### src/rtl/uart_par_rx_pkg.sv
package uart_par_rx_pkg;
  typedef enum logic [2:0] {
    RX_IDLE,
    RX_START,
    RX_DATA,
    RX_PARITY,
    RX_STOP
  } rx_phase_e;
endpackage

### src/rtl/uart_par_rx_sync.sv
module uart_par_rx_sync #(
  parameter int STAGES = 2
) (
  input  logic clk,
  input  logic rst,
  input  logic din,
  output logic dout
);
  logic [STAGES-1:0] chain;

  // idle level of the line is high, so reset to ones
  always_ff @(posedge clk) begin
    if (rst) chain <= '1;
    else     chain <= {chain[STAGES-2:0], din};
  end

  assign dout = chain[STAGES-1];
endmodule

### src/rtl/uart_par_rx_bitcnt.sv
module uart_par_rx_bitcnt #(
  parameter int CLKS_PER_BIT = 1736
) (
  input  logic clk,
  input  logic rst,
  input  logic restart,
  output logic at_mid,
  output logic at_end
);
  localparam int CNT_W = $clog2(CLKS_PER_BIT);
  localparam logic [CNT_W-1:0] MID_V = CNT_W'((CLKS_PER_BIT - 1) / 2);
  localparam logic [CNT_W-1:0] END_V = CNT_W'(CLKS_PER_BIT - 1);

  logic [CNT_W-1:0] cnt;

  always_ff @(posedge clk) begin
    if (rst || restart)    cnt <= '0;
    else if (cnt == END_V) cnt <= '0;
    else                   cnt <= cnt + 1'b1;
  end

  assign at_mid = (cnt == MID_V);
  assign at_end = (cnt == END_V);
endmodule

### src/rtl/uart_par_rx_shreg.sv
module uart_par_rx_shreg #(
  parameter int DATA_BITS = 8
) (
  input  logic                 clk,
  input  logic                 rst,
  input  logic                 shift_en,
  input  logic                 bit_in,
  output logic [DATA_BITS-1:0] data,
  output logic                 ones_odd
);
  // new bits enter at the top; after DATA_BITS shifts the first one sits at bit 0
  always_ff @(posedge clk) begin
    if (rst)           data <= '0;
    else if (shift_en) data <= {bit_in, data[DATA_BITS-1:1]};
  end

  assign ones_odd = ^data;
endmodule

### src/rtl/uart_par_rx_ctrl.sv
module uart_par_rx_ctrl
  import uart_par_rx_pkg::*;
#(
  parameter int DATA_BITS = 8
) (
  input  logic                 clk,
  input  logic                 rst,
  input  logic                 rx_s,
  input  logic                 at_mid,
  input  logic                 at_end,
  input  logic [DATA_BITS-1:0] shift_data,
  input  logic                 data_odd,
  output logic                 cnt_restart,
  output logic                 shift_en,
  output logic [DATA_BITS-1:0] rx_byte,
  output logic                 rx_parity_err,
  output logic                 rx_frame_err,
  output logic                 rx_valid
);
  localparam int IDX_W = (DATA_BITS > 1) ? $clog2(DATA_BITS) : 1;
  localparam logic [IDX_W-1:0] LAST_IDX = IDX_W'(DATA_BITS - 1);

  rx_phase_e        state, nxt;
  logic [IDX_W-1:0] idx;
  logic             par_bit;
  logic             stop_hit;

  assign cnt_restart = (state == RX_IDLE) || (state == RX_START && at_mid);
  assign shift_en    = (state == RX_DATA) && at_end;
  assign stop_hit    = (state == RX_STOP) && at_end;

  always_comb begin
    nxt = state;
    unique case (state)
      RX_IDLE:   if (!rx_s) nxt = RX_START;
      RX_START:  if (at_mid) nxt = rx_s ? RX_IDLE : RX_DATA;
      RX_DATA:   if (at_end && idx == LAST_IDX) nxt = RX_PARITY;
      RX_PARITY: if (at_end) nxt = RX_STOP;
      RX_STOP:   if (at_end) nxt = RX_IDLE;
      default:   nxt = RX_IDLE;
    endcase
  end

  always_ff @(posedge clk) begin
    if (rst) begin
      state   <= RX_IDLE;
      idx     <= '0;
      par_bit <= 1'b0;
    end else begin
      state <= nxt;
      if (state == RX_START)                 idx <= '0;
      else if (shift_en)                     idx <= idx + 1'b1;
      if (state == RX_PARITY && at_end)      par_bit <= rx_s;
    end
  end

  always_ff @(posedge clk) begin
    if (rst) begin
      rx_byte       <= '0;
      rx_parity_err <= 1'b0;
      rx_frame_err  <= 1'b0;
      rx_valid      <= 1'b0;
    end else begin
      rx_valid <= stop_hit;
      if (stop_hit) begin
        rx_byte       <= shift_data;
        rx_parity_err <= data_odd ^ par_bit;
        rx_frame_err  <= ~rx_s;
      end
    end
  end
endmodule

### src/rtl/uart_par_rx.sv
module uart_par_rx #(
  parameter int CLKS_PER_BIT = 1736,
  parameter int DATA_BITS    = 8,
  parameter int SYNC_STAGES  = 2
) (
  input  logic                 clk,
  input  logic                 rst,
  input  logic                 rx_serial,
  output logic [DATA_BITS-1:0] rx_byte,
  output logic                 rx_parity_err,
  output logic                 rx_frame_err,
  output logic                 rx_valid
);
  logic                 rx_s;
  logic                 at_mid, at_end;
  logic                 cnt_restart, shift_en;
  logic [DATA_BITS-1:0] shift_data;
  logic                 data_odd;

  uart_par_rx_sync #(.STAGES(SYNC_STAGES)) u_sync (
    .clk(clk), .rst(rst), .din(rx_serial), .dout(rx_s)
  );

  uart_par_rx_bitcnt #(.CLKS_PER_BIT(CLKS_PER_BIT)) u_bitcnt (
    .clk(clk), .rst(rst), .restart(cnt_restart), .at_mid(at_mid), .at_end(at_end)
  );

  uart_par_rx_shreg #(.DATA_BITS(DATA_BITS)) u_shreg (
    .clk(clk), .rst(rst), .shift_en(shift_en), .bit_in(rx_s),
    .data(shift_data), .ones_odd(data_odd)
  );

  uart_par_rx_ctrl #(.DATA_BITS(DATA_BITS)) u_ctrl (
    .clk(clk), .rst(rst), .rx_s(rx_s), .at_mid(at_mid), .at_end(at_end),
    .shift_data(shift_data), .data_odd(data_odd),
    .cnt_restart(cnt_restart), .shift_en(shift_en),
    .rx_byte(rx_byte), .rx_parity_err(rx_parity_err),
    .rx_frame_err(rx_frame_err), .rx_valid(rx_valid)
  );
endmodule

### config.mk
export PLATFORM = sky130hd
export DESIGN_NAME = uart_par_rx
export DESIGN_NICKNAME = d
export VERILOG_FILES = /design/src/rtl/uart_par_rx_pkg.sv /design/src/rtl/uart_par_rx_sync.sv /design/src/rtl/uart_par_rx_bitcnt.sv /design/src/rtl/uart_par_rx_shreg.sv /design/src/rtl/uart_par_rx_ctrl.sv /design/src/rtl/uart_par_rx.sv
export SDC_FILE = /design/constraint.sdc
export NUM_CORES = 1
export LEC_CHECK = 0
export ABC_AREA = 1
export CORE_MARGIN = 4
export CORE_UTILIZATION = 40
export CTS_BUF_LIST = sky130_fd_sc_hd__clkbuf_2
export CTS_CLUSTER_SIZE = 40
export DETAILED_ROUTE_END_ITERATION = 10
export GPL_TIMING_DRIVEN = 0
export PLACE_DENSITY = 0.7
export SYNTH_ARGS = -nofsm -noshare
export SYNTH_HDL_FRONTEND = slang
export SYNTH_HIERARCHICAL = 1
export SYNTH_SLANG_ARGS = --single-unit
### constraint.sdc
create_clock -name clk -period 2.5 [get_ports clk]
set_clock_uncertainty 0.2 [all_clocks]
set_input_delay 0.625 -clock clk [delete_from_list [all_inputs] [get_ports clk]]
set_output_delay 0.625 -clock clk [all_outputs]
set_load 0.1 [all_outputs]
* After elaboration in Yosys (flattened, before gate mapping) *
Index checks and enable logic that the tools add are counted.
W data, S select, Z words.

storage, ports and cells
  bits in read-only memories = 0
  bits in latches = 0
  memories kept = 0
  memory bits (writable) = 0
  register bits after elaboration = 39

cells by class
  div/mod/pow operators = 0
  reduce and logical (&&, ||, !) cells = 12
  $add $sub $neg = 2
  muxes and demuxes = 7
  bitwise operators = 2
  $lt $le $gt $ge = 0
  equality and inequality tests = 12
  $mul = 0
  shift-type cells = 0

operators by type and width
  cell                     number
  $mux W3                  5
  $pmux W3 S5              1
  $add A11 B1 Y11 const B  1
  $eq A11 B10 Y1 const B   1
  $eq A11 B11 Y1 const B   1
  $reduce_xor A8 Y1        1
  $eq A3 B2 Y1 const B     2
  $eq A3 B3 Y1 const B     2
  $ne A2 B1 Y1 const B     3
  $logic_and A1 B1 Y1      5
  $reduce_and A5 Y1        1
  $ne A2 B2 Y1 const B     2
  $reduce_or A2 Y1         2
  $add A3 B1 Y3 const B    1
  $eq A3 B1 Y1 const B     1
  $logic_not A3 Y1         1
  $logic_or A1 B1 Y1       2
  $mux W2                  1
  $not A1 Y1               1
  $xor A1 B1 Y1            1

* Depth between registers and ports, before layout *
  depth in word-level cells = 5
  depth in mapped cells = 11

* Hierarchy *
The synthesis kept the hierarchy.

modules (own cells, without submodules)
  module              sequential area each (um2)  area an instance (um2)  instances  cells each
  uart_par_rx_ctrl    360.3                       799.5                   1          106
  uart_par_rx_bitcnt  220.2                       601.8                   1          83
  uart_par_rx_shreg   160.2                       489.2                   1          73
  uart_par_rx_sync    40.0                        58.8                    1          7

* Worst setup path before layout *
OpenSTA, ideal clock, no wires.

  path kind = reg-to-reg
  from = reg u_bitcnt.cnt[0]
  to = reg u_shreg.data[4]
  buffers on the path = 2
  cell stages (with the launch flop) = 10
  arrival = 1984 ps
  library setup time = 79 ps
  path slack = 237 ps
  cell sequence = dfxtp_1 > ha_1 > nand2_1 > nor4_1 > nand3_2 > inv_1 > buf_6 > buf_8 > nor2_1 > a211oi_2

on the way
  cells in the longest elaborated chain, start to end = 2

ends and longest elaborated chain
  item                      line                      text
  start: declaration        uart_par_rx_bitcnt.sv:14  logic [CNT_W-1:0] cnt;
  start signal: assignment  uart_par_rx_bitcnt.sv:19  else cnt <= cnt + 1'b1;
  $eq A11 B11 Y1            uart_par_rx_bitcnt.sv:23  assign at_end = (cnt == END_V);
  via at_end                uart_par_rx.sv:15         logic at_mid, at_end;
  $logic_and A1 B1 Y1       uart_par_rx_ctrl.sv:29    assign shift_en = (state == RX_DATA) && at_end;
  via shift_en              uart_par_rx.sv:16         logic cnt_restart, shift_en;
  end signal: assignment    uart_par_rx_shreg.sv:14   else if (shift_en) data <= {bit_in, data[DATA_BITS-1:1]};
  end: declaration          uart_par_rx_shreg.sv:8    output logic [DATA_BITS-1:0] data,

The timed path passes the listed nets, and every way through them passes these cells.
A chain may end at the register's enable or synchronous reset.

* Worst setup path in the final report *
  from = reg u_ctrl.rx_byte[3]
  to = out rx_byte[3]

RTL lines
  item                      line                    text
  start: declaration        uart_par_rx_ctrl.sv:15  output logic [DATA_BITS-1:0] rx_byte,
  start signal: assignment  uart_par_rx_ctrl.sv:66  rx_byte <= shift_data;
  end: declaration          uart_par_rx.sv:9        output logic [DATA_BITS-1:0] rx_byte,

No word-level cell between the ends.

==> reports/metrics.cfg <==
[synthesis]
synth_xor_xnor_area_share_pct = 2.25
syn_inst = 269
synthMuxAreaShare_pct = 0
synth_fa_ha_area_share_pct = 2.57
synthSimpleGateAreaFrac_pct = 29.8
synth_area_um2 = 1950
synth_top_area_share_pct = 40.1
synth_top_family_by_area = simple AND/OR/NAND/NOR gates
yosys_warnings = 6
ys_seq_elements = 39
ys_seq_area_share_pct = 40.1
synth.area.top_cells = dfxtp_1 40%, nand2_1 14%, inv_1 7.5%
synth_compound_area_share_pct = 14.0
synth.avg_cell_area_um2 = 7.25
yosysTopAreaCell = dfxtp_1
synth.distinct_cells = 28
syn-num-nets = 276

[floorplan]
die_h_um = 77.8
placementRows = 25
start_util_pct = 41.3
die_area_um2 = 6050
io_pins = 14
die_x_um = 77.8
core_um2 = 4720

[grt]
gr-total-overflow = 0
antenna_found_initial = 0
grt_pass1_wl_um = 6500
grt_max_degree = 13
grt_usage_pct = 13.3
grt_pass1_vias = 1536

[clocking]
cts_tree = done
cts_sinks = 39
cts_max_level = 2
root_buffer = clkbuf_2
insertion_delay_ns = 0.38
cts_buffers = 5
path_clk_slew_ns = 0.20
clk_path_buf_depth = 2
cts_setup_buffers = 0

[critical_path]
critPathTopFamily = buffers and inverters
max_stage_delay_ns = 0.83
startpoint = u_ctrl/rx_byte[3]
path_cells = clkdlybuf4s15_1
r2r-start = u_bitcnt/cnt[0]
critPathSlowestCell = clkdlybuf4s15_1
ff2ff_setup_slack_ns = 0.23
r2r_cells = 9
path_class = flop to output port
crit_end = rx_byte[3]
required_ns = 1.67
critPathBufInv = 1
path_max_fanout = 2
r2r-end = u_shreg/data[3]
startpoint_type = flop
worst_ep_arrival_time_ns = 1.59
cp.depth = 1
cp-end-kind = output port

[placement]
dp_hpwl_um = 2720
dp_slack_ns = -0.225
gp_congestion = 0.848
port_buffers = 13

[layout]
drive_gt1_share_pct = 16.2
diodes = 0
layout.nets = 296
syn_to_final_growth_pct = 13.4

[drt]
vias = 1662
initialDrtViolationCount = 41
drt-total-wl_um = 3670
vias_per_cell = 4.66
drc = 0
avgRoutedWirePerCell_um = 10.3
drt-pass1-iter-count = 4
postRouteAntennaNets = 0

[timing]
setup_viol = 0
fmax_mhz = 415
setup_ws_ns = 0.0879
rsz0062_at_grt = no
setup_tns_ns = 0
tightest_slew_ns = 0.961
finalCriticalPeriod_ns = 2.41
slew_violations = 0
finalHoldViolCount = 0
max_slew_margin_pct = 36.2
fin_crit_sh_pct = 96.5

[power]
power_density_nw_per_um2 = 594
seqPwrFrac_pct = 51.4
p_sw_w = 0.000408
netSwitchingFraction_pct = 31.0
p_clk_share_pct = 28.1
p_leak_nw = 0.884
power_frac_comb_pct = 20.5
p_int_w = 0.000906
ir_drop_uv = 397

[run]
cap_violations = 0

[hold_path]
min_path_type = flop to flop

[outcome]
outcome = finished clean

## stage by stage
step	instance area (um2)	util, %	hold slack, ns	cells	total power [W]
2_1_floorplan	1950	-	0.187	269	0.000905
3_3_place_gp	2160	45.8	0.192	349	0.000947
3_5_place_dp	2160	45.8	0.201	349	0.000956
4_1_cts	2220	47.0	0.236	357	0.00133
5_1_grt	2210	46.8	0.271	357	0.00141
6_report	2210	46.8	0.231	357	0.00131
## routing by layer
metal / up-vias / wire, um / part of all wire [%] / GRT usage (%)
li1: 881 / - / - / -
met1: 752 / 1730 / 47 / 15.3
met2: 22 / 1760 / 48 / 23.0
met3: 7 / 109 / 3.0 / 3.13
met4: 0 / 72 / 2.0 / 6.41
met5: - / 0 / 0 / 0
## registers in the layout, summed over array words and instances, names as in the netlist
name	cells
u_ctrl/par_bit	1
u_shreg/data	8
u_sync/chain	2
u_ctrl/rx_valid	1
u_ctrl/state	3
u_ctrl/rx_parity_err	1
u_ctrl/rx_frame_err	1
u_ctrl/idx	3
u_bitcnt/cnt	11
u_ctrl/rx_byte	8
## synthesized netlist by cell type
| master | n |
|---|---|
| nand3_2 | 4 |
| inv_2 | 3 |
| nor2_4 | 2 |
| nand3b_1 | 1 |
| nor4_1 | 2 |
| nor3_2 | 1 |
| buf_2 | 1 |
| buf_6 | 3 |
| or2_1 | 1 |
| a211oi_1 | 1 |
| nor2_2 | 6 |
| o21ai_0 | 13 |
| a211oi_2 | 6 |
| clkbuf_2 | 1 |
| a21oi_2 | 4 |
| nand2_2 | 1 |
| xnor2_1 | 2 |
| xor2_1 | 3 |
| nand3_1 | 9 |
| dfxtp_1 | 39 |
| ha_1 | 4 |
| nand4_1 | 3 |
| buf_8 | 1 |
| nor2_1 | 27 |
| inv_1 | 39 |
| clkbuf_1 | 1 |
| a21oi_1 | 18 |
| nand2_1 | 73 |
## worst min path at each step
stage / slack [ns] / startpoint / cells after the start / to
5_1_grt: 0.27 / u_sync/chain[0] / 2 / u_sync/chain[1]
3_5_place_dp: 0.20 / u_sync/chain[0] / 2 / u_sync/chain[1]
3_3_place_gp: 0.19 / u_sync/chain[0] / 2 / u_sync/chain[1]
2_1_floorplan: 0.19 / u_sync/chain[0] / 2 / u_sync/chain[1]
4_1_cts: 0.24 / u_sync/chain[0] / 2 / u_sync/chain[1]
6_report: 0.23 / u_sync/chain[0] / 2 / u_sync/chain[1]
## power by group through the flow
stage	clock [W]	combinational [W]	sequential, W
after floorplan	0	0.000222	0.000683
after global placement	0	0.000260	0.000687
after global routing	0.000417	0.000308	0.000682
after detailed placement	0	0.000267	0.000688
final	0.000370	0.000269	0.000675
after CTS	0.000387	0.000270	0.000676
## cell families after synthesis
kind of cell | count (synthesis)
adder cells (fa/ha/maj) | 4
XOR/XNOR | 5
AO/OA/AOI/OAI | 42
AND/OR/NAND/NOR | 130
buffers and inverters | 49
flip-flops | 39
## cells in the final DEF (no fill, tap or decap), types with 6 or more instances in the layout
cell       n
clkbuf_2  12
dfxtp_1   39
nand2_1   73
o21ai_0   13
a211oi_2   6
inv_1     39
nor2_2     6
nand3_1    9
a21oi_1   18
nor2_1    27
## area by class of cell
| class | count | area, um2 |
|---|---|---|
| Buffer | 7 | 62.6 |
| Clock buffer | 5 | 25.0 |
| Timing Repair Buffer | 13 | 98.8 |
| Clock inverter | 3 | 38.8 |
| Inverter | 42 | 158 |
| Tap cell | 67 | 83.8 |
| Sequential cell | 39 | 781 |
| Multi-Input combinational cell | 181 | 963 |
| Fill cell | 491 | 2510 |
## what timing repair did
item / 4_1_cts / 5_1_grt
resized for setup: 12 / 17
pin swaps: 0 / 0
hold buffers: 0 / 0
setup endpoints to repair: 35 / 18
hold endpoints to repair: 0 / 0
(Power assumes the default switching activity.)
